### src/rtl/rd_turnaround_gate.sv
module rd_turnaround_gate #(
  parameter int N_AREAS = 8,
  parameter int DLY_W   = 2,
  localparam int AW     = (N_AREAS > 1) ? $clog2(N_AREAS) : 1
) (
  input  logic                     clk,
  input  logic                     rst_n,
  input  logic [N_AREAS*DLY_W-1:0] cfg_dly,
  input  logic                     req_valid,
  input  logic [AW-1:0]            req_area,
  input  logic                     req_write,
  input  logic                     req_internal,
  output logic                     req_ready,
  output logic                     turn_idle
);

  logic [DLY_W-1:0] cnt;
  logic             prev_vld;
  logic             prev_wr;
  logic             prev_int;
  logic [AW-1:0]    prev_area;

  logic [DLY_W-1:0] sel_dly;
  logic             accept;
  logic             differ;
  logic             hold;
  logic             ext_rd;

  assign sel_dly   = cfg_dly[req_area*DLY_W +: DLY_W];
  assign ext_rd    = ~req_write & ~req_internal;
  assign differ    = req_write | req_internal | (req_area != prev_area);
  assign hold      = prev_vld & ~prev_wr & ~prev_int & (cnt != '0) & differ;
  assign req_ready = ~hold;
  assign turn_idle = req_valid & hold;
  assign accept    = req_valid & ~hold;

  always_ff @(posedge clk or negedge rst_n) begin
    if (!rst_n) begin
      cnt       <= '0;
      prev_vld  <= 1'b0;
      prev_wr   <= 1'b0;
      prev_int  <= 1'b0;
      prev_area <= '0;
    end else if (accept) begin
      prev_vld  <= 1'b1;
      prev_wr   <= req_write;
      prev_int  <= req_internal;
      prev_area <= req_area;
      cnt       <= ext_rd ? sel_dly : '0;
    end else if (cnt != '0) begin
      cnt <= cnt - 1'b1;
    end
  end

endmodule

### config.mk
export PLATFORM = sky130hd
export DESIGN_NAME = rd_turnaround_gate
export DESIGN_NICKNAME = d
export VERILOG_FILES = /design/src/rtl/rd_turnaround_gate.sv
export SDC_FILE = /design/constraint.sdc
export NUM_CORES = 1
export LEC_CHECK = 0
export ABC_AREA = 1
export ABC_CLOCK_PERIOD_IN_PS = 2820
export BUFFER_PORTS_ARGS = -buffer_cell sky130_fd_sc_hd__buf_2
export CAP_MARGIN = 30
export CORE_MARGIN = 3
export CORE_UTILIZATION = 50
export DETAILED_ROUTE_END_ITERATION = 8
export PLACE_DENSITY = 0.81
export SLEW_MARGIN = 20
export SYNTH_ARGS = -nofsm -noshare
export SYNTH_HDL_FRONTEND = slang
export SYNTH_SLANG_ARGS = --single-unit
### constraint.sdc
create_clock -name clk -period 2.82 [get_ports clk]
set_input_delay 0.282 -clock clk [delete_from_list [all_inputs] [get_ports clk]]
set_output_delay 0.282 -clock clk [all_outputs]
set_load 0.005 [all_outputs]
==> summary.md <==
| Metric | Value |
|---|---|
| Clk_lat worst skew | approximately 0.26 ns |
| CP Data Required Time | 2.54 ns |
| Crit-path cells | inv_1 -> ha_1 -> nor2_1 -> nor3b_1 -> nand2_2 -> nor2_1 -> buf_2 |
| N_diodes | 0 |
| Vias per Instance | 4.63 |
| Area grow syn2layout | 22.6% |
| Vias in the first global route | 612 |
| TritonCTS clock tree | done |
| Drt total wl | between 1000 and 1500 um |
| Tightest Pin Transition | 0.214 ns |
| Crit start category | flop |
| Initial antenna violation count | 0 |
| Clock skew | ~0.0038 ns |
| RD Place Congestion | 0.764 |
| Post_cts resized | 0 |
| Tmin final | 1.81 ns |
| Fill cells | around 110 |
| Leak pwr | 0.543 nW |
| Power, Total | 0.549 mW |
| Fmax | about 0.55 GHz |
| Pins Over Slew Limit | 0 |
| Vias | 708 |
| Gate Count Post-Synth | about 110 |
| Most frequent cells in the layout | nand2_1, inv_1, buf_2 |
| Setup-failing EPs final | 0 |
| Largest net degree at the start of global routing | 15 |
| Gr ovfl total | 0 |
| Initial Util | between 50% and 60% |
| Clk slew on worst S/H paths | 0.05 ns |
| Slew margin rel. | between 80% and 90% |
| Slowest cell on crit path | dfrtp_1 |
| Global-route wire length before repair | 2520 um |
| Clock sink total | 8 |
| Syn Area/Cell | a little over 6 sq um |
| Die X | 42.8 um |
| Final period util | 64.2% |
| Status | finished, final reports clean |
| Yosys reg bits | 8 |
| TritonCTS Buffers | 3 |
| Crit path max fanout | 5 |
| Max IR drop VDD | just over 0.4 mV |
| CP peak stage delay | 0.34 ns |
| Final nets | 166 |
| Drt drc | 0 |
| Most frequent CP cell | nor2_1 |
| IO Pins | 26 |
| Sequential-to-total area share from yosys stat | 29.6% |
| Detailed Route Iter0 Violations | 8 |
| Crit path capture type | output port |
| Commonest non-fill, non-tap cell in the layout | nand2_1 |
| Antenna Nets Post-Route | 0 |
| # port buffers | 25 |
| Fin. Hold Viols | 0 |
| Root Buffer | clkbuf_4 |
| Std cell rows | 12 |
| Core area | 1190 sq um |
| MaxCap Viol Count | 0 |
| Critical Path AT | around 1.5 ns |
| Post-Synthesis Cell Area | 677 sq um |
| Htree depth | 1 |
| Fin Setup TNS | 0 ns |
| GR Util All Layers | 17.9% |
| Hpwl dp | 1200 um |
| Die H | 42.8 um |
| Drt pass-1 iters | 4 |
| Clk buf depth | 2 |
| CP Class | reg2out |
| Count of distinct cell types in the synthesized netlist | 16 |
| Fraction of layout cells with a size suffix above 1 | a little over a quarter |
| Syn Nets | 137 |
| Min-delay worst type | in2reg |
| Yosys warns | 0 |
| Die ar. | 1830 sq um |
| Wire per inst | 9.54 um |
| RSZ-0062 raised after global routing | false |
| Power per cell area | 661 nW/um^2 |
==> per-layer routing <==
layer / global-route usage [%] / vias up / routed length (um)
met1: 22.0 / 299 / 648
met4: 7.45 / 0 / 29
met5: 0 / - / 0
li1: - / 387 / -
met2: 29.0 / 17 / 692
met3: 5.08 / 5 / 90
==> flip-flops by register name, summed over array words and instances (netlist names) <==
signal     count
prev_int       1
prev_wr        1
prev_area      3
cnt            2
prev_vld       1
==> power by group <==
| group | switching, mW | internal, mW | total, mW | leakage (nW) |
|---|---|---|---|---|
| clock | 0.0402 | 0.0488 | 0.0890 | 0.0138 |
| sequential | 0.0328 | 0.166 | 0.199 | 0.0943 |
| combinational | 0.150 | 0.110 | 0.261 | 0.435 |
| total | 0.223 | 0.325 | 0.549 | 0.543 |
==> layout make-up <==
cell class / instances / area, sq um / share of cell area (%)
timing repair buffer: 26 / 135 / 16.3
tap: 14 / 17.5 / 2.11
sequential: 8 / 200 / 24.1
clock buffer: 3 / 22.5 / 2.71
inverter: 30 / 115 / 13.9
multi-input combinational: 72 / 339 / 40.9
==> cells by family (layout without fill, tap and decap cells) <==
kind of cell | count (synthesis) | count (layout) | synth area share, %
and+or+nand+nor | 61 | 61 | 38.1
AOI/OAI and AO/OA | 10 | 10 | 10.2
adders and majority gates | 1 | 1 | 1.85
DFF | 8 | 8 | 29.6
buffers and inverters | 32 | 59 | 20.3
==> cell usage after synthesis (all sizes together) <==
master	n	area share (%)
a21oi	3	2.2
buf	2	3.3
dfrtp	8	30
ha	1	1.8
inv	30	17
nand2	45	26
nand3	8	5.9
nand4	2	1.8
nor2	5	2.8
nor3b	1	1.1
o21ai	7	7.9
==> critical path: cells and delay by family, from the launching register on <==
| kind | cells | cell delay [ns] |
|---|---|---|
| simple gates | 4 | 0.54 |
| flops | 1 | 0.34 |
| fa+ha+maj | 1 | 0.22 |
| buf+inv | 2 | 0.16 |
==> worst paths after layout <==
path | from | endpoint | slack (ns) | depth (start not counted)
setup / recovery | cnt[0] | turn_idle | 1.01 | 7
setup reg to reg | cnt[0] | cnt[0] | 1.24 | 9
min in group asynchronous | rst_n | cnt[0] | 0.40 | 2
hold / removal | req_write | prev_wr | 0.29 | 3
max in group asynchronous | rst_n | prev_area[0] | 2.25 | 2
hold reg to reg | prev_vld | prev_vld | 0.46 | 2
==> per-stage QoR <==
step	instance area, sq um	utilization (%)	instances	setup WS (ns)	hold WS, ns
after floorplan	677	-	112	1.42	-0.0136
after global placement	797	67.2	149	1.30	0.129
after detailed placement	797	67.2	149	1.24	0.137
after CTS	830	69.9	153	1.00	0.292
after global routing	830	69.9	153	0.795	0.318
final	830	69.9	153	1.01	0.294
==> repair_timing <==
| action | in CTS | in global routing |
|---|---|---|
| hold buffers | 1 | 0 |
| endpoints found under the hold margin | 8 | 0 |
| setup endpoints to repair | 0 | 0 |
| buffers inserted | 0 | 0 |
Power figures use the tool's default switching activity.
